## config.mk

```make
export PLATFORM = sky130hd
export DESIGN_NAME = xor_rebuild_engine
export DESIGN_NICKNAME = d
export VERILOG_FILES = /design/src/rtl/xpr_pkg.sv /design/src/rtl/xpr_page_buf.sv /design/src/rtl/xpr_fail_track.sv /design/src/rtl/xor_rebuild_engine.sv
export SDC_FILE = /design/constraint.sdc
export NUM_CORES = 2
export LEC_CHECK = 0
export ABC_AREA = 1
export BUFFER_PORTS_ARGS = -buffer_cell sky130_fd_sc_hd__clkbuf_2
export CORE_ASPECT_RATIO = 2
export CORE_MARGIN = 3
export CORE_UTILIZATION = 45
export DETAILED_ROUTE_END_ITERATION = 10
export PLACE_DENSITY = 0.58
export SKIP_CTS_REPAIR_TIMING = 1
export SYNTH_ARGS = -nofsm -noshare
export SYNTH_HDL_FRONTEND = slang
export SYNTH_SLANG_ARGS = --single-unit
```

## constraint.sdc

```tcl
create_clock -name clk -period 7.12 [get_ports clk]
set_input_delay 0.712 -clock clk [delete_from_list [all_inputs] [get_ports clk]]
set_output_delay 0.712 -clock clk [all_outputs]
set_load 0.1 [all_outputs]
```

## src/rtl/xpr_pkg.sv

```systemverilog
package xpr_pkg;
    typedef enum logic [1:0] {
        XS_IDLE   = 2'd0,
        XS_GATHER = 2'd1,
        XS_EMIT   = 2'd2
    } xpr_state_e;
endpackage

```

## src/rtl/xpr_page_buf.sv

```systemverilog
// One page of DATA_W words with a store-or-fold write port and N_RD
// combinational read ports.
module xpr_page_buf #(
    parameter int DATA_W = 32,
    parameter int DEPTH  = 16,
    parameter int N_RD   = 1,
    localparam int AW    = $clog2(DEPTH)
) (
    input  logic                         clk,
    input  logic                         rst_n,
    input  logic                         wr_en,
    input  logic                         wr_xor,
    input  logic [AW-1:0]                wr_addr,
    input  logic [DATA_W-1:0]            wr_data,
    input  logic [N_RD-1:0][AW-1:0]      rd_addr,
    output logic [N_RD-1:0][DATA_W-1:0]  rd_data
);
    logic [DATA_W-1:0] mem_q [DEPTH];
    logic [DATA_W-1:0] mem_d [DEPTH];

    always_comb begin
        mem_d = mem_q;
        if (wr_en) begin
            mem_d[wr_addr] = wr_xor ? (mem_q[wr_addr] ^ wr_data) : wr_data;
        end
    end

    always_ff @(posedge clk or negedge rst_n) begin
        if (!rst_n) begin
            for (int i = 0; i < DEPTH; i++) mem_q[i] <= '0;
        end else begin
            mem_q <= mem_d;
        end
    end

    for (genvar p = 0; p < N_RD; p++) begin : g_rd
        assign rd_data[p] = mem_q[rd_addr[p]];
    end
endmodule

```

## src/rtl/xpr_fail_track.sv

```systemverilog
// Sticky failed-die map and spare-slot counter.
module xpr_fail_track #(
    parameter int NUM_DIES    = 8,
    parameter int SPARE_SLOTS = 2,
    localparam int DIE_W      = $clog2(NUM_DIES),
    localparam int SPARE_W    = $clog2(SPARE_SLOTS + 1),
    localparam int CNT_W      = $clog2(NUM_DIES + 1)
) (
    input  logic                clk,
    input  logic                rst_n,
    input  logic                mark_en,
    input  logic [DIE_W-1:0]    q_die,
    input  logic                use_en,
    output logic [NUM_DIES-1:0] failed,
    output logic [SPARE_W-1:0]  spare_left,
    output logic                multi_if,
    output logic                spare_empty
);
    logic [NUM_DIES-1:0] failed_q, failed_d, probe;
    logic [SPARE_W-1:0]  spare_q, spare_d;
    logic [CNT_W-1:0]    cnt;

    always_comb begin
        probe        = failed_q;
        probe[q_die] = 1'b1;
        cnt          = '0;
        for (int i = 0; i < NUM_DIES; i++) cnt = cnt + CNT_W'(probe[i]);
        multi_if     = (cnt >= CNT_W'(2));
        spare_empty  = (spare_q == '0);
        failed_d     = mark_en ? probe : failed_q;
        spare_d      = use_en ? (spare_q - SPARE_W'(1)) : spare_q;
    end

    always_ff @(posedge clk or negedge rst_n) begin
        if (!rst_n) begin
            failed_q <= '0;
            spare_q  <= SPARE_W'(SPARE_SLOTS);
        end else begin
            failed_q <= failed_d;
            spare_q  <= spare_d;
        end
    end

    assign failed     = failed_q;
    assign spare_left = spare_q;

    // a failed die stays failed until reset
    assert_failed_sticky_R8: assert property (@(posedge clk) disable iff (!rst_n)
        1'b1 |=> ((failed_q & $past(failed_q)) == $past(failed_q)));

    // a slot is never spent when none is left
    assert_no_underflow_R10: assert property (@(posedge clk) disable iff (!rst_n)
        use_en |-> (spare_q != '0));
endmodule

```

## src/rtl/xor_rebuild_engine.sv

```systemverilog
module xor_rebuild_engine #(
    parameter int NUM_DIES    = 8,
    parameter int PAGE_BEATS  = 16,
    parameter int DATA_W      = 32,
    parameter int SPARE_SLOTS = 2,
    localparam int DIE_W      = $clog2(NUM_DIES),
    localparam int BEAT_W     = $clog2(PAGE_BEATS),
    localparam int SPARE_W    = $clog2(SPARE_SLOTS + 1)
) (
    input  logic                clk,
    input  logic                rst_n,
    input  logic                in_valid,
    output logic                in_ready,
    input  logic [DIE_W-1:0]    in_die,
    input  logic [DATA_W-1:0]   in_data,
    output logic [DIE_W-1:0]    need_die,
    input  logic                rb_valid,
    output logic                rb_ready,
    input  logic [DIE_W-1:0]    rb_die,
    output logic                out_valid,
    input  logic                out_ready,
    output logic [DATA_W-1:0]   out_data,
    output logic [BEAT_W-1:0]   out_beat,
    output logic                out_last,
    output logic                par_valid,
    input  logic [BEAT_W-1:0]   par_rd_beat,
    output logic [DATA_W-1:0]   par_rd_data,
    output logic [NUM_DIES-1:0] failed_map,
    output logic [SPARE_W-1:0]  spare_left,
    output logic                done,
    output logic                err_multi,
    output logic                err_nospare
);
    import xpr_pkg::*;

    localparam logic [DIE_W:0]    DIE_END   = (DIE_W+1)'(NUM_DIES);
    localparam logic [DIE_W-1:0]  LAST_DIE  = DIE_W'(NUM_DIES - 1);
    localparam logic [BEAT_W-1:0] LAST_BEAT = BEAT_W'(PAGE_BEATS - 1);

    typedef struct packed {
        xpr_state_e        st;
        logic [DIE_W-1:0]  wr_die;
        logic [BEAT_W-1:0] wr_beat;
        logic              par_valid;
        logic [DIE_W-1:0]  rb_die;
        logic [DIE_W-1:0]  cur_die;
        logic [BEAT_W-1:0] beat;
        logic              first;
        logic              done;
        logic              err_multi;
        logic              err_nospare;
    } regs_t;

    regs_t r_q, r_d;

    logic                         par_we, par_xor, acc_we, acc_xor;
    logic [DATA_W-1:0]            acc_wdata;
    logic [1:0][BEAT_W-1:0]       par_raddr;
    logic [1:0][DATA_W-1:0]       par_rdata;
    logic [0:0][BEAT_W-1:0]       acc_raddr;
    logic [0:0][DATA_W-1:0]       acc_rdata;
    logic                         mark_en, use_en, multi_if, spare_empty, rb_take;
    logic [DIE_W:0]               nxt_die;

    function automatic logic [DIE_W:0] next_survivor(input logic [DIE_W-1:0] from,
                                                     input logic [DIE_W-1:0] skip);
        logic [DIE_W:0] n;
        n = {1'b0, from} + (DIE_W+1)'(1);
        if (n < DIE_END && n[DIE_W-1:0] == skip) n = n + (DIE_W+1)'(1);
        return n;
    endfunction

    always_comb begin
        r_d       = r_q;
        in_ready  = 1'b0;
        out_valid = 1'b0;
        par_we    = 1'b0;
        par_xor   = (r_q.wr_die != '0);
        acc_we    = 1'b0;
        acc_xor   = !r_q.first;
        acc_wdata = r_q.first ? (par_rdata[1] ^ in_data) : in_data;
        mark_en   = 1'b0;
        use_en    = 1'b0;
        nxt_die   = next_survivor(r_q.cur_die, r_q.rb_die);
        rb_ready  = (r_q.st == XS_IDLE) && r_q.par_valid;
        rb_take   = rb_valid && rb_ready;

        unique case (r_q.st)
            XS_IDLE: begin
                if (rb_take) begin
                    mark_en       = 1'b1;
                    r_d.done      = 1'b0;
                    r_d.err_multi = 1'b0;
                    r_d.err_nospare = 1'b0;
                    if (multi_if) begin
                        r_d.err_multi = 1'b1;
                    end else if (spare_empty) begin
                        r_d.err_nospare = 1'b1;
                    end else begin
                        r_d.st      = XS_GATHER;
                        r_d.rb_die  = rb_die;
                        r_d.cur_die = (rb_die == '0) ? DIE_W'(1) : '0;
                        r_d.beat    = '0;
                        r_d.first   = 1'b1;
                    end
                end else begin
                    in_ready = (in_die == r_q.wr_die);
                    if (in_valid && in_ready) begin
                        par_we = 1'b1;
                        if (r_q.wr_die == '0 && r_q.wr_beat == '0) r_d.par_valid = 1'b0;
                        r_d.wr_beat = r_q.wr_beat + BEAT_W'(1);
                        if (r_q.wr_beat == LAST_BEAT) begin
                            r_d.wr_beat = '0;
                            if (r_q.wr_die == LAST_DIE) begin
                                r_d.wr_die    = '0;
                                r_d.par_valid = 1'b1;
                            end else begin
                                r_d.wr_die = r_q.wr_die + DIE_W'(1);
                            end
                        end
                    end
                end
            end
            XS_GATHER: begin
                in_ready = (in_die == r_q.cur_die);
                if (in_valid && in_ready) begin
                    acc_we   = 1'b1;
                    r_d.beat = r_q.beat + BEAT_W'(1);
                    if (r_q.beat == LAST_BEAT) begin
                        r_d.beat  = '0;
                        r_d.first = 1'b0;
                        if (nxt_die >= DIE_END) r_d.st = XS_EMIT;
                        else r_d.cur_die = nxt_die[DIE_W-1:0];
                    end
                end
            end
            XS_EMIT: begin
                out_valid = 1'b1;
                if (out_ready) begin
                    r_d.beat = r_q.beat + BEAT_W'(1);
                    if (r_q.beat == LAST_BEAT) begin
                        r_d.beat = '0;
                        r_d.st   = XS_IDLE;
                        r_d.done = 1'b1;
                        use_en   = 1'b1;
                    end
                end
            end
            default: r_d.st = XS_IDLE;
        endcase
    end

    always_ff @(posedge clk or negedge rst_n) begin
        if (!rst_n) begin
            r_q <= '{st: XS_IDLE, wr_die: '0, wr_beat: '0, par_valid: 1'b0,
                     rb_die: '0, cur_die: '0, beat: '0, first: 1'b0,
                     done: 1'b0, err_multi: 1'b0, err_nospare: 1'b0};
        end else begin
            r_q <= r_d;
        end
    end

    assign par_raddr[0] = par_rd_beat;
    assign par_raddr[1] = r_q.beat;
    assign acc_raddr[0] = r_q.beat;

    xpr_page_buf #(.DATA_W(DATA_W), .DEPTH(PAGE_BEATS), .N_RD(2)) u_parity (
        .clk(clk), .rst_n(rst_n), .wr_en(par_we), .wr_xor(par_xor),
        .wr_addr(r_q.wr_beat), .wr_data(in_data),
        .rd_addr(par_raddr), .rd_data(par_rdata)
    );

    xpr_page_buf #(.DATA_W(DATA_W), .DEPTH(PAGE_BEATS), .N_RD(1)) u_accum (
        .clk(clk), .rst_n(rst_n), .wr_en(acc_we), .wr_xor(acc_xor),
        .wr_addr(r_q.beat), .wr_data(acc_wdata),
        .rd_addr(acc_raddr), .rd_data(acc_rdata)
    );

    xpr_fail_track #(.NUM_DIES(NUM_DIES), .SPARE_SLOTS(SPARE_SLOTS)) u_track (
        .clk(clk), .rst_n(rst_n), .mark_en(mark_en), .q_die(rb_die),
        .use_en(use_en), .failed(failed_map), .spare_left(spare_left),
        .multi_if(multi_if), .spare_empty(spare_empty)
    );

    assign need_die    = (r_q.st == XS_GATHER) ? r_q.cur_die : r_q.wr_die;
    assign out_data    = acc_rdata[0];
    assign out_beat    = r_q.beat;
    assign out_last    = (r_q.st == XS_EMIT) && (r_q.beat == LAST_BEAT);
    assign par_valid   = r_q.par_valid;
    assign par_rd_data = par_rdata[0];
    assign done        = r_q.done;
    assign err_multi   = r_q.err_multi;
    assign err_nospare = r_q.err_nospare;

    // a stalled rebuilt beat holds
    assert_emit_hold_R6: assert property (@(posedge clk) disable iff (!rst_n)
        (out_valid && !out_ready) |=> (out_valid && $stable(out_beat) && $stable(out_data)));

    // the failed die is never taken as a survivor
    assert_skip_failed_R5: assert property (@(posedge clk) disable iff (!rst_n)
        (r_q.st == XS_GATHER && in_valid && in_ready) |-> (in_die != r_q.rb_die));

    // refusal on multiple failures emits nothing and spends nothing
    assert_multi_silent_R9: assert property (@(posedge clk) disable iff (!rst_n)
        (rb_valid && rb_ready && multi_if) |=>
        (err_multi && !out_valid && spare_left == $past(spare_left)));

    // refusal on empty spare emits nothing
    assert_nospare_silent_R10: assert property (@(posedge clk) disable iff (!rst_n)
        (rb_valid && rb_ready && !multi_if && spare_empty) |=> (err_nospare && !out_valid));

    // each completed rebuild spends exactly one slot
    assert_done_spends_R7: assert property (@(posedge clk) disable iff (!rst_n)
        $rose(done) |-> (spare_left == $past(spare_left) - SPARE_W'(1)));
endmodule

```

# Word-level counts from Yosys, hierarchy flattened
# Cells that the tools add are included.
# totals
mem_count,0
mem_bits_ro,0
out_inout_bits,89
in_bits,47
latchBits,0
wordCells,192
ramBits,0
regBits,1058
# op_classes
reduce_logical,28
bitwise,10
magnitude_cmp,10
addsub,13
n_shift,0
div_mod_pow,0
mul,0
eq_ne,17
muxes,69
# ops
cell,n
bitwise mux 512 bit,2
binary-select mux 32 bit (select 4 bit),4
two-way mux 32 bit,13
demux 32 bit (select 4 bit),2
bitwise XOR 32 bit,3
two-way mux 8 bit,4
adder 4 x 1 -> 4 bit,6
two-way mux 1 bit,21
"!= test 2 bit, second input constant",9
two-way mux 2 bit,8
"greater-or-equal comparator 5 bit, second input constant",3
NOT 4 -> 5 bit,3
"adder 4 x 1 -> 4 bit, second input constant",3
two-way mux 4 bit,3
one-hot mux 4 bit (3 select lines),1
AND reduction 4 bit,3
AND reduction 6 bit,2
two-way mux 11 bit,1
logical AND 1 bit,10
"less-than comparator 5 x 1 -> 1 bit, second input constant",2
== test 3 bit,3
two-way mux 3 bit,3
"== test 4 bit, second input constant",2
OR 8 bit,1
other kinds (27),35

# Logic depth before layout (Yosys ltp)
# depth
ltp_word,16
ltp_mapped,21
ltp_nobuf,21

# Cells and area by module
# From an unflattened synthesis, not the netlist that was laid out.
# unflattened
cells_unflattened,10971
hier_area_um2,69260.2
# by_module_without_submodules
mod,area_each_um2,instances,seq_area_each_um2,cells_each
xpr_page_buf (u_parity),35768.1,1,12812.3,5870
xpr_page_buf (u_accum),30514.3,1,12812.3,4675
xor_rebuild_engine,2347.3,1,600.6,354
xpr_fail_track,630.6,1,251.5,72

# Least setup slack after synthesis
# Ideal clock, no wire load.
# synth_path
path_type,input port to output port
from,input par_rd_beat[1]
to,output par_rd_data[23]
t_required_ps,6408
stages,7
path_buffers,3
setup_slack_ps,2517
t_arrival_ps,3891
cell_sequence,clkbuf_1 clkbuf_1 clkbuf_1 o21ai_0 a21oi_1 o22ai_1 o21ai_0
# synth_via
elab_chain_len,4
# synth_rtl
item,line,source
"start, declared",xor_rebuild_engine.sv:26,"input logic [BEAT_W-1:0] par_rd_beat,"
NOT 4 -> 5 bit (not written as such),xpr_page_buf.sv:37,assign rd_data[p] = mem_q[rd_addr[p]];
binary-select mux 32 bit (select 4 bit),xpr_page_buf.sv:37,
two-way mux 32 bit (not written as such) (2 in a row),xpr_page_buf.sv:37,
"end, declared",xor_rebuild_engine.sv:27,"output logic [DATA_W-1:0] par_rd_data,"
# Every way passes these cells. The select of a mux whose other input is x is not followed.

# Worst setup path after layout
# layout_path
from,register r_q (netlist bit out_beat[0])
to,output out_data[29]
# layout_via
elab_chain_len,4
# layout_rtl
item,line,source
"start, declared",xor_rebuild_engine.sv:54,"regs_t r_q, r_d;"
"start signal, assigned",xor_rebuild_engine.sv:155,"r_q <= '{st: XS_IDLE, wr_die: '0, wr_beat: '0, par_valid: 1'b0,"
"start signal, assigned",xor_rebuild_engine.sv:159,r_q <= r_d;
NOT 4 -> 5 bit (not written as such),xpr_page_buf.sv:37,
binary-select mux 32 bit (select 4 bit),xpr_page_buf.sv:37,
two-way mux 32 bit (not written as such) (2 in a row),xpr_page_buf.sv:37,
"end, declared",xor_rebuild_engine.sv:22,"output logic [DATA_W-1:0] out_data,"
# Every way passes these cells. The select of a mux whose other input is x is not followed.

==> flow_summary.ini <==
[cells_and_area]
final_util = 0.482
n_fill_cell = 15121
drive_above_1_share = 0.0597
fin_nets = 10147
fin_cells = 12061
final_area_um2 = 70200
synthToLayoutAreaGrowth_pct = 6.09

[drt]
finalWirelength_um = 268000
wl_per_cell_um = 22.3
first_pass_iters = 9
antenna_left = 0
via_per_inst = 5.49
drt-initial-drc-count = 8074
vias = 66215
route.detailed.drc = 0

[sta]
fin_crit_sh = 0.697
setup-violations-final = 0
rsz0062_at_grt = no
fmax_mhz = 202
clock_skew_ns = 0.0391
setup_slack_ns = 2.16
hold_violations = 0
maxSlewViolCount = 0
min_period_ns = 4.96
tns_ns = 0
slew_headroom = 0.166
hold_ws_ns = 0.0420
worst-slew-pin-transition_ns = 1.25

[clock_tree]
clkTransAtPathRegs_ns = 0.07
clk_path_buf_depth = 3
numCtsBuffers = 103
clk_latency_ns = 0.74
cts_tree = done
root_buffer = clkbuf_16
h-tree-depth = 3
cts_sinks = 1058

[placement]
dp.cells = 11870
postPlaceCellArea_um2 = 66700
hpwlAfterDp_um = 159000
io_buffers = 135
pre_cts_slack_ns = 2.48
gp_congestion = 0.894

[yosys]
synthCells = 10394
ys_types = 37
synth_edf_count = 0
ys_seq_area_frac = 0.400
synth_most_common_cell = nand2_1
yosysTopAreaCell = dfrtp_1
synth_warnings = 0
syn-mean-instance-area_um2 = 6.36
synth_common_cells = nand2_1 (5581), inv_1 (1152), dfrtp_1 (1057), nand3_1 (528), o21ai_0 (361)
synth_area_leaders = dfrtp_1 (40%), nand2_1 (32%), inv_1 (6.5%)
netlist.area_leader.share = 0.400
synth-seq-cells = 1058
syn_nets = 10466
syn_area_um2 = 66100
async_flop_share = 1.00
ys.flop_type = dfrtp_1

[setup_path]
r2r_start = r_q[16]
critical_path_class = flip-flop to output port
rr_worst_depth = 10
cp.arrival_ns = 4.25
critPathRequiredTime_ns = 6.41
r2r_slack_ns = 2.60
cp_max_fo = 166
start_kind = flip-flop
critPathCaptureType = output port
r2r_end = u_parity.mem_q[467]

[global_route]
grt_antenna_before_repair = 18
grt_util_all_layers = 0.346
overflow = 0
grt_max_degree = 192
grt_pass1_wl_um = 402000
grt_pass1_vias = 63323

[floorplanning]
die_area_um2 = 152000
start_util = 0.454
core-area_um2 = 146000
fp.dieW_um = 277
num_rows = 198
ioPinCount = 136
die_h_um = 548

[worst_hold_path]
hold_class = input pin to async pin

[power_and_ir_drop]
power.leakage_nw = 39.5
finalPower_mw = 28.2
ir_drop_mv = 0.658
powerDensity_nw_per_um2 = 401

[run_status]
status = complete, no violations

[job]
cap_violations = 0
## worst max-delay path, stage by stage, from the launching register on
cell,delay (ns)
dfrtp_4,0.80
buf_12,0.70
buf_4,0.83
nand2_1,0.12
nand3_1,0.12
nand2_1,0.07
nand2_1,0.06
nand2_1,0.07
inv_1,0.09
nand2_1,0.13
clkbuf_2,0.40
## report_power, final
group	switching [mW]	internal (mW)	total, mW	leakage [nW]
clock	2.63	3.23	5.86	1.73
combinational	10.9	3.42	14.4	23.2
sequential	0.928	7.01	7.93	14.6
total	14.5	13.7	28.2	39.5
## cells in the final DEF, fill, tap and decap left out, types with 4 or more instances in the layout
cell type  Yosys  final
a21oi_1      329    329
buf_12         0     19
buf_4        108    100
bufinv_16      0      7
clkbuf_1     237     17
clkbuf_16      0    103
clkbuf_2       0    132
clkbuf_8       0     30
clkinv_2       0     23
dfrtp_1     1057   1052
dfrtp_4        0      4
diode_2        0      5
fa_1           4      4
ha_1          21     21
inv_1       1152   1147
inv_2         27     34
nand2_1     5581   5556
nand2_2       87    112
nand2_4        6      6
nand3_1      528    526
nand4_1        4      4
nor2_1       188    185
nor2_2         8      4
nor2_4         3     10
nor3_1         4      4
o211ai_1     192    192
o21a_1         4      4
o21ai_0      361    361
o21ai_1       64     64
o221ai_1      55     55
o22ai_1        9      9
xnor2_1        6      6
xor2_1         9      9
## cell families (layout without fill, tap and decap cells)
kind of cell,after synthesis,count (layout),share of synthesized area
compound gates,1019,1019,0.0880
xor+xnor,16,16,0.00223
fa+ha+maj,25,25,0.00518
buf+inv,1866,1628,0.125
flops,1058,1058,0.400
other cells,0,5,0
simple gates,6410,6410,0.379
## sequential cells by signal, summed over array words and instances, names as in the netlist
register            cells
u_accum.mem_q         512
u_track.failed          8
out_beat                4
u_track.spare_left      2
r_q                    16
err_multi               1
par_valid               1
done                    1
err_nospare             1
u_parity.mem_q        512
## routing by layer
layer	wire, um	global-route usage	up-vias	part of all wire
met1	99500	0.408	31368	0.37
met4	17700	0.198	20	0.066
li1	-	-	30797	-
met2	129000	0.597	3148	0.48
met3	21800	0.0567	882	0.081
met5	130	0	-	0.00048
## worst max-delay path by stage
stage	slack (ns)	depth (start not counted)	from	end
after global routing	2.02	10	out_beat[0]	out_data[20]
final	2.16	10	out_beat[0]	out_data[29]
after CTS	2.19	10	out_beat[0]	out_data[20]
after global placement	2.42	22	rb_die[0]	r_q[9]
after floorplan	2.52	7	par_rd_beat[1]	par_rd_data[23]
after detailed placement	2.48	22	rb_die[0]	r_q[8]
## final cells by class
cell class              instances  area [um2]  area share
inverters                    1188        4500      0.0641
clock inverters                36         420     0.00599
multi-input cells            7470       31500       0.449
clock buffers                 150        3050      0.0435
flip-flops and latches       1058       26500       0.378
repair buffers                254        1830      0.0261
well taps                    1900        2380      0.0339
diodes                          5        12.5    0.000178
No activity file was read; power rests on OpenSTA's default activity.
